[config.mk]
export PLATFORM = sky130hd
export DESIGN_NAME = cam_port_decoder
export DESIGN_NICKNAME = d
export VERILOG_FILES = /design/src/rtl/cam_port_pkg.sv /design/src/rtl/cam_cycle_classify.sv /design/src/rtl/cam_sel_gate.sv /design/src/rtl/cam_cmd_regs.sv /design/src/rtl/cam_route_ctl.sv /design/src/rtl/cam_port_decoder.sv
export SDC_FILE = /design/constraint.sdc
export NUM_CORES = 1
export LEC_CHECK = 0
export ABC_CLOCK_PERIOD_IN_PS = 3200
export BUFFER_PORTS_ARGS = -buffer_cell sky130_fd_sc_hd__buf_4
export CORE_ASPECT_RATIO = 1.75
export CORE_MARGIN = 3
export CORE_UTILIZATION = 58
export CTS_BUF_LIST = sky130_fd_sc_hd__clkbuf_2 sky130_fd_sc_hd__clkbuf_4 sky130_fd_sc_hd__clkbuf_8
export DETAILED_ROUTE_END_ITERATION = 7
export PLACE_DENSITY = 0.83
export SYNTH_ARGS = -nofsm -noshare
export SYNTH_HDL_FRONTEND = slang
export SYNTH_HIERARCHICAL = 1
export SYNTH_SLANG_ARGS = --single-unit
[constraint.sdc]
create_clock -name clk -period 3.2 [get_ports clk]
set_input_delay 0.64 -clock clk [delete_from_list [all_inputs] [get_ports clk]]
set_output_delay 0.64 -clock clk [all_outputs]
set_load 0.05 [all_outputs]
[src/rtl/cam_port_pkg.sv]
package cam_port_pkg;

   typedef enum logic [2:0] {
      CYC_IDLE = 3'd0,
      CYC_CW   = 3'd1,
      CYC_CR   = 3'd2,
      CYC_DW   = 3'd3,
      CYC_DR   = 3'd4
   } cyc_e;

   localparam logic [7:0] OPC_OVR  = 8'h00;
   localparam logic [7:0] OPC_PSRC = 8'h01;
   localparam logic [7:0] OPC_PDST = 8'h02;

   localparam int OPC_LSB  = 3;
   localparam int OPC_W    = 8;
   localparam int ARG_W    = 3;
   localparam int FLAG_BIT = 11;

   // override argument codes
   localparam logic [2:0] T_NFA  = 3'd0;
   localparam logic [2:0] T_ADDR = 3'd1;
   localparam logic [2:0] T_CTRL = 3'd2;
   localparam logic [2:0] T_PAGE = 3'd3;
   localparam logic [2:0] T_SEG  = 3'd4;
   localparam logic [2:0] T_DSEL = 3'd5;
   localparam logic [2:0] T_PSRC = 3'd6;
   localparam logic [2:0] T_PDST = 3'd7;

   // sticky data path codes
   localparam logic [2:0] P_CMP     = 3'd0;
   localparam logic [2:0] P_ARR_NFA = 3'd4;
   localparam logic [2:0] P_LAST    = 3'd5;

   function automatic logic pdst_ok(input logic [2:0] c);
      return c <= P_LAST;
   endfunction

   function automatic logic psrc_ok(input logic [2:0] c);
      return (c <= P_LAST) && (c != P_ARR_NFA);
   endfunction

   function automatic logic is_creg(input logic [2:0] c);
      return (c >= T_ADDR) && (c <= T_DSEL);
   endfunction

endpackage

[src/rtl/cam_cycle_classify.sv]
module cam_cycle_classify
   import cam_port_pkg::*;
(
   input  logic en_n,
   input  logic cmd_n,
   input  logic wr_n,
   output cyc_e kind
);
   always_comb begin
      if (en_n)                  kind = CYC_IDLE;
      else if (!cmd_n && !wr_n)  kind = CYC_CW;
      else if (!cmd_n)           kind = CYC_CR;
      else if (!wr_n)            kind = CYC_DW;
      else                       kind = CYC_DR;
   end
endmodule

[src/rtl/cam_sel_gate.sv]
module cam_sel_gate #(
   parameter int DW          = 16,
   parameter bit FFFF_WRITES = 1'b1
) (
   input  logic [DW-1:0] page_q,
   input  logic [DW-1:0] dsel_q,
   output logic          wr_ok,
   output logic          rd_ok
);
   logic match;
   assign match = (page_q == dsel_q);

   generate
      if (FFFF_WRITES) begin : g_bcast
         logic all_ones;
         assign all_ones = &dsel_q;
         assign wr_ok    = match || all_ones;
         assign rd_ok    = match && !all_ones;
      end else begin : g_strict
         assign wr_ok = match;
         assign rd_ok = match;
      end
   endgenerate
endmodule

[src/rtl/cam_cmd_regs.sv]
module cam_cmd_regs #(
   parameter int DW   = 16,
   parameter int NREG = 5
) (
   input  logic                   clk,
   input  logic                   rst,
   input  logic                   we,
   input  logic [2:0]             idx,
   input  logic [DW-1:0]          wdata,
   output logic [NREG:1][DW-1:0]  q
);
   generate
      for (genvar i = 1; i <= NREG; i++) begin : g_reg
         logic [DW-1:0] r;
         always_ff @(posedge clk) begin
            if (rst)                        r <= '0;
            else if (we && idx == 3'(i))    r <= wdata;
         end
         assign q[i] = r;
      end
   endgenerate
endmodule

[src/rtl/cam_route_ctl.sv]
module cam_route_ctl
   import cam_port_pkg::*;
#(
   parameter int DW = 16
) (
   input  logic          clk,
   input  logic          rst,
   input  cyc_e          kind,
   input  logic [DW-1:0] din,
   input  logic          wr_ok,
   input  logic          rd_ok,
   output logic          reg_we,
   output logic [2:0]    reg_idx,
   output logic          os_vld_q,
   output logic [2:0]    os_code_q,
   output logic          st_hi_q,
   output logic [2:0]    psrc_q,
   output logic [2:0]    pdst_q
);
   logic             af_q;
   logic             to_instr;
   logic             ins_ld;
   logic             dsel_ovr;
   logic [OPC_W-1:0] opc;
   logic [ARG_W-1:0] arg;

   assign opc = din[OPC_LSB +: OPC_W];
   assign arg = din[ARG_W-1:0];

   always_comb begin
      to_instr = 1'b0;
      reg_we   = 1'b0;
      reg_idx  = T_ADDR;
      if (kind == CYC_CW) begin
         if (os_vld_q && is_creg(os_code_q)) begin
            reg_idx = os_code_q;
            reg_we  = wr_ok || (os_code_q == T_DSEL);
         end else if (af_q) begin
            reg_idx = T_ADDR;
            reg_we  = wr_ok;
         end else begin
            to_instr = 1'b1;
         end
      end
   end

   assign ins_ld   = to_instr && wr_ok;
   assign dsel_ovr = to_instr && (opc == OPC_OVR) && (arg == T_DSEL);

   always_ff @(posedge clk) begin
      if (rst) begin
         os_vld_q  <= 1'b0;
         os_code_q <= T_NFA;
         af_q      <= 1'b0;
         st_hi_q   <= 1'b0;
         psrc_q    <= P_CMP;
         pdst_q    <= P_CMP;
      end else if (kind != CYC_IDLE) begin
         os_vld_q <= 1'b0;
         af_q     <= 1'b0;
         st_hi_q  <= 1'b0;
         if ((ins_ld || dsel_ovr) && opc == OPC_OVR) begin
            os_vld_q  <= 1'b1;
            os_code_q <= arg;
         end
         if (ins_ld) begin
            af_q <= din[FLAG_BIT];
            if (opc == OPC_PSRC && psrc_ok(arg)) psrc_q <= arg;
            if (opc == OPC_PDST && pdst_ok(arg)) pdst_q <= arg;
         end
         if (kind == CYC_CR && !os_vld_q && rd_ok)
            st_hi_q <= !st_hi_q;
      end
   end
endmodule

[src/rtl/cam_port_decoder.sv]
module cam_port_decoder
   import cam_port_pkg::*;
#(
   parameter int            DW          = 16,
   parameter bit            FFFF_WRITES = 1'b1,
   parameter logic [DW-4:0] DEV_ID      = (DW-3)'(16'h00A5)
) (
   input  logic            clk,
   input  logic            rst,
   input  logic            en_n,
   input  logic            cmd_n,
   input  logic            wr_n,
   input  logic [DW-1:0]   din,
   input  logic [2*DW-1:0] status,
   input  logic [DW-1:0]   nfa,
   input  logic [DW-1:0]   data_rdata,
   output logic [DW-1:0]   dout,
   output logic            dout_oe,
   output logic [2:0]      cyc_kind,
   output logic            dwr_stb,
   output logic [2:0]      dwr_tgt,
   output logic            drd_stb,
   output logic [2:0]      drd_src
);
   localparam int N_CREG = 5;
   localparam int SPAN_W = DW - ARG_W;

   generate
      if (DW < FLAG_BIT + 1) begin : g_chk_dw
         $error("cam_port_decoder: DW must hold the address-field flag bit");
      end
   endgenerate

   cyc_e                    kind;
   logic                    wr_ok, rd_ok;
   logic                    reg_we;
   logic [2:0]              reg_idx;
   logic                    os_vld, st_hi;
   logic [2:0]              os_code, psrc, pdst;
   logic [N_CREG:1][DW-1:0] creg;
   logic [DW-1:0]           page_w, dsel_w, cr_word;
   logic                    is_read;

   cam_cycle_classify u_cls (
      .en_n (en_n), .cmd_n (cmd_n), .wr_n (wr_n), .kind (kind)
   );

   assign page_w = creg[T_PAGE];
   assign dsel_w = creg[T_DSEL];

   cam_sel_gate #(.DW(DW), .FFFF_WRITES(FFFF_WRITES)) u_gate (
      .page_q (page_w), .dsel_q (dsel_w), .wr_ok (wr_ok), .rd_ok (rd_ok)
   );

   cam_route_ctl #(.DW(DW)) u_route (
      .clk (clk), .rst (rst), .kind (kind), .din (din),
      .wr_ok (wr_ok), .rd_ok (rd_ok),
      .reg_we (reg_we), .reg_idx (reg_idx),
      .os_vld_q (os_vld), .os_code_q (os_code), .st_hi_q (st_hi),
      .psrc_q (psrc), .pdst_q (pdst)
   );

   cam_cmd_regs #(.DW(DW), .NREG(N_CREG)) u_regs (
      .clk (clk), .rst (rst), .we (reg_we), .idx (reg_idx),
      .wdata (din), .q (creg)
   );

   always_comb begin
      if (os_vld) begin
         case (os_code)
            T_NFA:   cr_word = nfa;
            T_ADDR:  cr_word = creg[1];
            T_CTRL:  cr_word = creg[2];
            T_PAGE:  cr_word = creg[3];
            T_SEG:   cr_word = creg[4];
            T_DSEL:  cr_word = creg[5];
            T_PSRC:  cr_word = {DEV_ID, psrc};
            default: cr_word = {{SPAN_W{1'b0}}, pdst};
         endcase
      end else begin
         cr_word = st_hi ? status[2*DW-1:DW] : status[DW-1:0];
      end
   end

   assign is_read  = (kind == CYC_CR) || (kind == CYC_DR);
   assign dout_oe  = is_read && rd_ok;
   assign dout     = !dout_oe ? '0 : (kind == CYC_DR) ? data_rdata : cr_word;
   assign cyc_kind = kind;
   assign dwr_stb  = (kind == CYC_DW) && wr_ok;
   assign drd_stb  = (kind == CYC_DR) && rd_ok;
   assign dwr_tgt  = pdst;
   assign drd_src  = psrc;
endmodule

==> results by group, run 1 <==
Run status
  – Status: finished, violations left
  – Failing checks: negative setup slack

Timing
  – Final worst path period share: 102%
  – Setup ws final: -52.2 ps
  – Actual slew at the worst max-slew pin: 683 ps
  – Fmax: 307 MHz
  – Final hold vios: 0
  – Slew Viols, Final: 0
  – Smallest hold slack: 480 ps
  – RSZ-0062 raised after global routing: true
  – Final min period: 3250 ps
  – Fin Clk Skew: 12.0 ps
  – Slew margin rel.: 54.5%
  – # setup viols final: 9

Yosys
  – Ys async rst share: 0%
  – Distinct cells, synth: 59
  – YS warnings: 6
  – Area leader, netlist: dfxtp_1
  – Post-synth EDFFs: 0
  – Synth top area cells: dfxtp_1 32%, mux2i_1 22%, nand2b_1 13%
  – Main combinational cell family by area after synthesis: simple AND/OR/NAND/NOR gates
  – Primary FF master, synth: dfxtp_1
  – Synthesized area per cell: 9.34 um^2
  – Area fraction in compound gates after synthesis: 12.5%
  – Gate Count Post-Synth: 607
  – Post-Synth XOR/XNOR Area: 2.63%
  – Synth top area share: 32.5%
  – Syn Nets: 695
  – Syn Std Cell Area: 5670 um^2
  – #FFs+latches synth: 92
  – Seq/Total Area, Yosys: 32.5%
  – Synth Area in Adders: 0.662%
  – Multiplexer area fraction after synthesis: 22.1%
  – Simple-gate area share of the yosys netlist: 23.8%

Floorplan
  – Die Ht: 137 um
  – Initial Utilization: 59.5%
  – Die footprint: 11,000 um^2
  – I/O pin count: 113
  – Die X-Extent: 80.8 um
  – Core footprint: 9530 um^2
  – Rows: 47

Worst setup path
  – Critical path required time: 2560 ps
  – Max stage delay cell, worst path: dfxtp_4
  – Critical path arrival: 2610 ps
  – Critical Path Sink Type: output pin
  – Delay-heaviest family, CP: simple AND/OR/NAND/NOR gates
  – CP Depth: 10
  – Worst-path cell chain: xor2_1 > nor4_2 > nand4_1 > nor2_2 > nand3b_1 > buf_6 > clkinvlp_4 > o21ai_1 > a21oi_4 > buf_8
  – R2R depth: 10
  – Buffer and inverter count on the worst path: 3
  – Critical Path Start Type: flip-flop
  – Crit-path max cell delay: 360 ps
  – Critical path class: flip-flop to output pin
  – Largest fanout on the critical path: 7

Clocking
  – Worst-Skew Late Latency: 370 ps
  – Clock Tree Buf Depth: 2
  – # hold bufs at CTS: 0
  – CTS clk-pin slew, worst paths: 100 ps
  – CTS tree: built
  – CTS buffer count: 9
  – Clock Sinks: 92
  – Clk root buf: clkbuf_8
  – H-tree depth: 3

Drt
  – Post-DR wirelength/cell: 21.3 um
  – Drt via density: 6.22
  – DR iter-0 viols: 462
  – DR pass1 iterations: 5
  – Number of routed nets with antenna violations: 0
  – DRC Markers: 0
  – Drt total wl: 18.2 mm
  – Vias: 5,303

Run
  – Max Cap Viol: 0

Final layout
  – Most frequent cells in the layout: 129 x buf_4, 125 x mux2i_1, 116 x nand2b_1
  – Fin nets: 814
  – Synth-to-Final Area Change: 28.5%
  – # fillers: 697
  – Register area: 1850 um^2
  – ANT cells: 0
  – Util after Layout: 76.5%
  – Multi-input gate area: 3750 um^2
  – Commonest non-fill, non-tap cell in the layout: buf_4
  – Final instance area: 7290 um^2
  – Fraction of layout cells with a size suffix above 1: 30.4%

Placed design
  – Placed Area: 6910 um^2
  – Place WS: 112 ps
  – RD Place Congestion: 0.878
  – # port buffers: 112
  – Post-DP HPWL: 13.3 mm

Pwr
  – Logic gate share of total power: 19.2%
  – Sw Ratio: 28.4%
  – Static leakage: 3.22 nW
  – Reg power frac: 46.9%
  – IR Drop Worst-Case VDD: 0.286 mV
  – Pwr Total: 0.00245 W
  – Share of total power in the clock network: 33.9%
  – Pwr dens: 336 nW/um^2
  – Sw power: 0.000694 W
  – P_int: 0.00175 W

Worst hold path
  – Hold Crit Class: flip-flop to flip-flop
  – Hold Path Depth: 2

Global routing
  – GRT Util Overall: 33.0%
  – Largest net degree at the start of global routing: 90
  – Vias in the first global route: 5,431
  – First-pass GRT wire length: 27.6 mm
  – Initial antenna violation count: 0
  – Grt ovf: 0
-- layer usage --
metal / routed length [um] / global-route usage, % / vias to the layer above / part of all wire, %
li1: - / - / 2428 / -
met1: 6770 / 35.5 / 2545 / 37
met2: 9240 / 57.2 / 251 / 51
met3: 1150 / 7.91 / 79 / 6.3
met4: 1010 / 20.2 / 0 / 5.5
met5: 0 / 0 / - / 0
-- per-stage QoR --
stage / std cells / TNS (ps)
global placement: 830 / 0
finish: 853 / -257
CTS: 853 / -79.4
global route: 853 / -1180
detailed placement: 830 / 0
floorplan: 607 / -1090
-- cell usage after synthesis (4+ instances only) --
| cell type | number |
|---|---|
| o31ai_1 | 4 |
| nand2_1 | 8 |
| clkbuf_1 | 14 |
| nor2b_1 | 5 |
| buf_2 | 14 |
| dfxtp_1 | 92 |
| xor2_1 | 17 |
| buf_6 | 8 |
| nor4b_1 | 4 |
| nor2_1 | 20 |
| mux2i_1 | 125 |
| nor4_2 | 4 |
| a21oi_1 | 20 |
| nand2b_1 | 116 |
| inv_1 | 12 |
| and3_1 | 5 |
| a31oi_1 | 7 |
| o221a_2 | 9 |
| nand4_1 | 6 |
| o21ai_0 | 23 |
| a22oi_1 | 11 |
| nand3b_1 | 6 |
| nand3_1 | 7 |
| buf_4 | 6 |
| nor3_1 | 7 |
-- path summary, 6_finish.rpt --
| path | from | slack [ps] | endpoint |
|---|---|---|---|
| worst max-delay path | u_regs/g_reg[5].r[9] | -50 | dout[12] |
| worst max register to register | u_regs/g_reg[5].r[9] | 440 | u_regs/g_reg[2].r[7] |
| worst min-delay path | u_regs/g_reg[1].r[8] | 480 | u_regs/g_reg[1].r[8] |
| worst min register to register | u_regs/g_reg[1].r[8] | 480 | u_regs/g_reg[1].r[8] |
-- cells by family (layout without fill, tap and decap cells) --
family,after synthesis,after routing
AND/OR/NAND/NOR,213,213
multiplexers,125,125
AO/OA/AOI/OAI,100,100
flip-flops,92,92
buffers and inverters,57,181
XOR/XNOR,17,17
adder cells (fa/ha/maj),3,3
-- layout make-up --
type                       count  share of cell area (%)
clock buffer                  10                    1.89
clock inverter                 6                   0.996
inverter                      13                   0.807
multi-input combinational    458                    51.5
sequential                    92                    25.4
tap                          122                    2.09
timing repair buffer         151                    17.2
timing repair inverter         1                   0.103
-- repair_timing --
action | CTS | global route
pin swaps | 6 | 7
cloned | 1 | 0
endpoints found under the setup margin | 16 | 17
setup buffers | 6 | 1
resized for setup | 22 | 27
-- sequential cells by signal, indices dropped and copies added (netlist names) --
name               cells
u_route/st_hi_q        1
u_route/pdst_q         3
u_route/os_vld_q       1
u_route/af_q           1
u_regs/g.r            80
u_route/psrc_q         3
u_route/os_code_q      3
-- worst register-to-register path: stages (launching register included) --
cell and delay (ps):
dfxtp_4 360, xor2_1 170, nor4_2 320, nand4_1 230, nand2b_1 290, inv_1 90
a211oi_1 290, buf_4 220, and4bb_1 310, buf_12 180, mux2i_1 220
-- power by group through the flow --
stage	sequential (W)	clock, W	combinational, W
3_5_place_dp	0.00118	0	0.000427
4_1_cts	0.00115	0.000842	0.000450
2_1_floorplan	0.00117	0	0.000262
6_report	0.00115	0.000829	0.000470
5_1_grt	0.00115	0.000891	0.000492
3_3_place_gp	0.00118	0	0.000418
No activity file was read; power rests on OpenSTA's default activity.
==> run 2, diff against run 1 <==
- CORE_UTILIZATION: 58 -> 50
- PLACE_DENSITY: 0.83 -> 0.74
==> results by group, run 2 (same netlist as run 1, synthesis figures left out) <==
Pwr
  – IR Drop Worst-Case VDD: 0.280 mV
  – Pwr Total: 0.00235 W
  – Pwr dens: 327 nW/um^2
  – Static leakage: 3.17 nW

Worst setup path
  – Max stage delay cell, worst path: dfxtp_2
  – Buffer and inverter count on the worst path: 2
  – R2R depth: 10
  – Critical Path Sink Type: output pin
  – Critical Path Start Type: flip-flop
  – Critical path class: flip-flop to output pin
  – Critical path arrival: 2460 ps
  – Largest fanout on the critical path: 24
  – CP Depth: 6
  – Worst-path cell chain: buf_4 > mux2i_1 > nor3_1 > o21ai_0 > a21oi_2 > buf_4
  – Cell repeated most along the worst path: buf_4
  – Critical path required time: 2560 ps
  – Crit-path max cell delay: 700 ps
  – Delay-heaviest family, CP: flip-flops

Placed design
  – Post-DP HPWL: 13.4 mm
  – RD Place Congestion: 0.926
  – # port buffers: 112

Drt
  – Drt via density: 6.01
  – Post-DR wirelength/cell: 20.6 um
  – Vias: 5,131
  – DR iter-0 viols: 313
  – Number of routed nets with antenna violations: 0
  – DRC Markers: 0
  – Drt total wl: 17.6 mm
  – DR pass1 iterations: 5

Timing
  – RSZ-0062 raised after global routing: true
  – Final min period: 3100 ps
  – Fin Clk Skew: 11.8 ps
  – Slew margin rel.: 55.4%
  – Final worst path period share: 97.0%
  – Fmax: 322 MHz
  – Setup TNS: 0 ps
  – Final hold vios: 0
  – Slew Viols, Final: 0
  – # setup viols final: 0
  – Actual slew at the worst max-slew pin: 669 ps

Clocking
  – CTS tree: built
  – Clock Tree Buf Depth: 2
  – Clock Sinks: 92
  – CTS buffer count: 9
  – CTS clk-pin slew, worst paths: 100 ps
  – Worst-Skew Late Latency: 370 ps
  – Clk root buf: clkbuf_8
  – # hold bufs at CTS: 0
  – H-tree depth: 3

Floorplan
  – Die Ht: 147 um
  – Core footprint: 10,900 um^2
  – Rows: 50
  – Die footprint: 12,700 um^2
  – Die X-Extent: 86.5 um
  – I/O pin count: 113
  – Initial Utilization: 52.1%

Final layout
  – Biggest register: u_regs/g.r
  – Synth-to-Final Area Change: 26.8%
  – Commonest non-fill, non-tap cell in the layout: buf_4
  – Fraction of layout cells with a size suffix above 1: 28.9%
  – Fin nets: 807
  – # fillers: 896
  – Util after Layout: 66.1%
  – Most frequent cells in the layout: 129 x buf_4, 125 x mux2i_1, 116 x nand2b_1
  – ANT cells: 0
  – Largest register FFs: 80

Run
  – Max Cap Viol: 0

Global routing
  – Vias in the first global route: 5,106
  – GRT Util Overall: 27.0%
  – First-pass GRT wire length: 26.9 mm
  – Initial antenna violation count: 0
  – Grt ovf: 0
  – Largest net degree at the start of global routing: 91

Worst hold path
  – Hold Crit Class: flip-flop to flip-flop
  – Hold Path Depth: 2

Run status
  – Status: completed
==> run 2: area by class of cell <==
class / instances / area, um^2 / share of cell area, %
Inverter: 13 / 58.8 / 0.818
Multi-Input combinational cell: 458 / 3730 / 51.9
Tap cell: 130 / 163 / 2.26
Sequential cell: 92 / 1850 / 25.7
Clock buffer: 9 / 124 / 1.72
Clock inverter: 7 / 70.1 / 0.974
Timing Repair Buffer: 145 / 1190 / 16.6
==> run 2: report_power, final <==
group	internal (W)	switching [W]
clock	0.000302	0.000460
combinational	0.000206	0.000238
sequential	0.00115	0.00000181
total	0.00165	0.000700
==> run 2: final timing paths <==
| kind | start | end | slack [ps] |
|---|---|---|---|
| setup / recovery | u_route/os_code_q[0] | dout[15] | 100 |
| hold / removal | u_regs/g_reg[1].r[12] | u_regs/g_reg[1].r[12] | 480 |
| setup reg to reg | u_regs/g_reg[5].r[12] | u_regs/g_reg[1].r[15] | 400 |
| hold reg to reg | u_regs/g_reg[1].r[12] | u_regs/g_reg[1].r[12] | 480 |
==> run 2: per-layer routing <==
layer | track usage (%) | vias to the layer above | wire length [um] | share of wire (%)
li1 | - | 2407 | - | -
met1 | 32.2 | 2489 | 6780 | 39
met2 | 46.4 | 191 | 8900 | 51
met3 | 4.66 | 44 | 1130 | 6.4
met4 | 12.2 | 0 | 744 | 4.2
met5 | 0 | - | 0 | 0
==> run 2: stage by stage <==
stage	setup WS, ps	hold WS (ps)	instances	instance area, um^2
CTS	-10.9	481	853	7150
detailed placement	111	465	834	6900
global route	-12.0	503	854	7190
finish	97.5	479	854	7190
floorplan	-117	448	607	5920
global placement	165	459	834	6900
==> run 2: what timing repair did <==
item                                    in CTS  in global routing
setup buffers                                3                  1
endpoints found under the setup margin      16                 12
pin swaps                                    4                  5
gates resized for setup                      9                 18
==> run 2: worst reg2reg max path: stages (launching register included) <==
cell,delay [ps]
dfxtp_2,360
xor2_1,170
nor4_2,350
nand4_1,180
buf_4,170
nand2b_1,240
inv_1,100
a211oi_1,260
buf_4,190
and4bb_1,450
mux2i_1,260
==> run 3, diff against run 2 <==
- ABC_CLOCK_PERIOD_IN_PS: 3200 -> 3000
- clock period: 3.2 -> 3 ns (I/O delays scaled with it)
==> results by group, run 3 (same netlist as run 1, synthesis figures left out) <==
Clocking
  – CTS tree: built
  – Clock Tree Buf Depth: 2
  – CTS clk-pin slew, worst paths: 100 ps
  – Clock Sinks: 92
  – Clk root buf: clkbuf_8
  – # hold bufs at CTS: 0
  – Worst-Skew Late Latency: 380 ps
  – H-tree depth: 3
  – CTS buffer count: 9

Final layout
  – Non-Filler Instances: 887
  – Largest register FFs: 80
  – Multi-input gate area: 3840 um^2
  – Biggest register: u_regs/g.r
  – Synth-to-Final Area Change: 34.0%
  – # fillers: 877
  – Util after Layout: 69.8%
  – Register area: 1860 um^2
  – Commonest non-fill, non-tap cell in the layout: buf_4
  – Most frequent cells in the layout: 156 x buf_4, 125 x mux2i_1, 116 x nand2b_1
  – Fin nets: 840
  – Fraction of layout cells with a size suffix above 1: 33.8%
  – ANT cells: 0

Global routing
  – GRT busiest layer: met2
  – Met1 usage: 34.4%
  – Global routing usage on met3: 4.26%
  – First-pass GRT wire length: 28.6 mm
  – GRT Util Overall: 29.2%
  – M2 GR Usage: 51.4%
  – Largest net degree at the start of global routing: 112
  – Grt ovf: 0
  – Initial antenna violation count: 0
  – Vias in the first global route: 5,352

Timing
  – Final worst path period share: 104%
  – Final hold vios: 0
  – Fmax: 322 MHz
  – # setup viols final: 16
  – Fin Clk Skew: 12.3 ps
  – Slew margin rel.: 44.5%
  – Setup TNS: -1010 ps
  – RSZ-0062 raised after global routing: true
  – Actual slew at the worst max-slew pin: 832 ps
  – Final min period: 3110 ps
  – Slew Viols, Final: 0
  – Setup ws final: -107 ps

Floorplan
  – Die footprint: 12,700 um^2
  – Die X-Extent: 86.5 um
  – Core footprint: 10,900 um^2
  – I/O pin count: 113
  – Die Ht: 147 um
  – Rows: 50
  – Initial Utilization: 52.1%

Worst hold path
  – Hold Crit Class: flip-flop to flip-flop
  – Hold path start: u_regs/g_reg[1].r[7]

Placed design
  – # port buffers: 112
  – RD Place Congestion: 0.910
  – Post-DP HPWL: 14.2 mm
  – Placed insts: 854

Run status
  – Status: finished, violations left
  – Failing checks: negative setup slack

Drt
  – Drt total wl: 18.9 mm
  – Post-DR wirelength/cell: 21.3 um
  – DR pass1 iterations: 5
  – DRC Markers: 0
  – DR iter-0 viols: 367
  – Number of routed nets with antenna violations: 0
  – Vias: 5,265
  – Drt via density: 5.94

Worst setup path
  – Critical path class: flip-flop to output pin
  – Critical path required time: 2400 ps
  – Critical path arrival: 2510 ps
  – Critical Path Start Type: flip-flop
  – CP startpoint: u_regs/g_reg[3].r[8]
  – Largest fanout on the critical path: 7
  – Reg2reg start: u_regs/g_reg[3].r[8]
  – Critical Path Sink Type: output pin

Run
  – Max Cap Viol: 0

Pwr
  – Static leakage: 3.37 nW
  – IR Drop Worst-Case VDD: 0.393 mV
  – Pwr dens: 340 nW/um^2
  – Pwr Total: 0.00258 W
## run 3: changes by cell type in the layout (fill, tap and decap cells not counted), moves of 3 or more
cell     change
buf_4       +27
o21ai_4      +5
buf_8        +4
dfxtp_4      +4
o21ai_0      -4
o21ai_1      -4
dfxtp_1      -3
o21ai_2      +3
## run 3: routing by layer
metal | vias to the layer above | wire length (um)
met2 | 194 | 9900
li1 | 2470 | -
met4 | 0 | 741
met3 | 48 | 940
met1 | 2553 | 7280
met5 | - | 0
## run 3: critical path, cell delays in order (launching register included)
cell      delay (ps)
dfxtp_1          450
xor2_1           120
nor4_2           330
nand4_1          190
nor2_2           160
nand3b_1         120
inv_2            160
buf_4            140
buf_4            110
o21ai_4           50
a21oi_4          130
buf_6            170
## run 3: layout make-up
cell class / count / area share [%]
clock inverter: 6 / 0.675
multi-input combinational: 458 / 50.6
sequential: 92 / 24.5
tap: 130 / 2.14
clock buffer: 10 / 1.81
timing repair buffer: 178 / 19.4
inverter: 13 / 0.840
## run 3: what timing repair did
item                                    4_1_cts  5_1_grt
endpoints found under the setup margin       17       18
gates cloned                                  0        0
resized for setup                            35       15
setup buffers                                 9        8
pin swaps                                     8        6
## run 3: path summary, 6_finish.rpt
check / endpoint / slack (ps) / cells after the start
worst max-delay path: dout[10] / -110 / 11
worst min-delay path: u_regs/g_reg[1].r[7] / 480 / 2
worst max register to register: u_regs/g_reg[2].r[14] / 160 / 11
worst min register to register: u_regs/g_reg[1].r[7] / 480 / 2
## run 3: power breakdown
part	total (W)	switching (W)	internal, W
Clock	0.000841	0.000500	0.000341
Sequential	0.00122	0.00000158	0.00122
Combinational	0.000523	0.000276	0.000246
Total	0.00258	0.000778	0.00181
## run 3: per-stage QoR
step           hold WS [ps]  instance area, um^2  setup slack, ps
6_report                483                 7600             -107
5_1_grt                 499                 7600             -200
4_1_cts                 485                 7490             -164
3_5_place_dp            465                 7110            -86.5
3_3_place_gp            459                 7110            -75.1
2_1_floorplan           448                 5980             -145
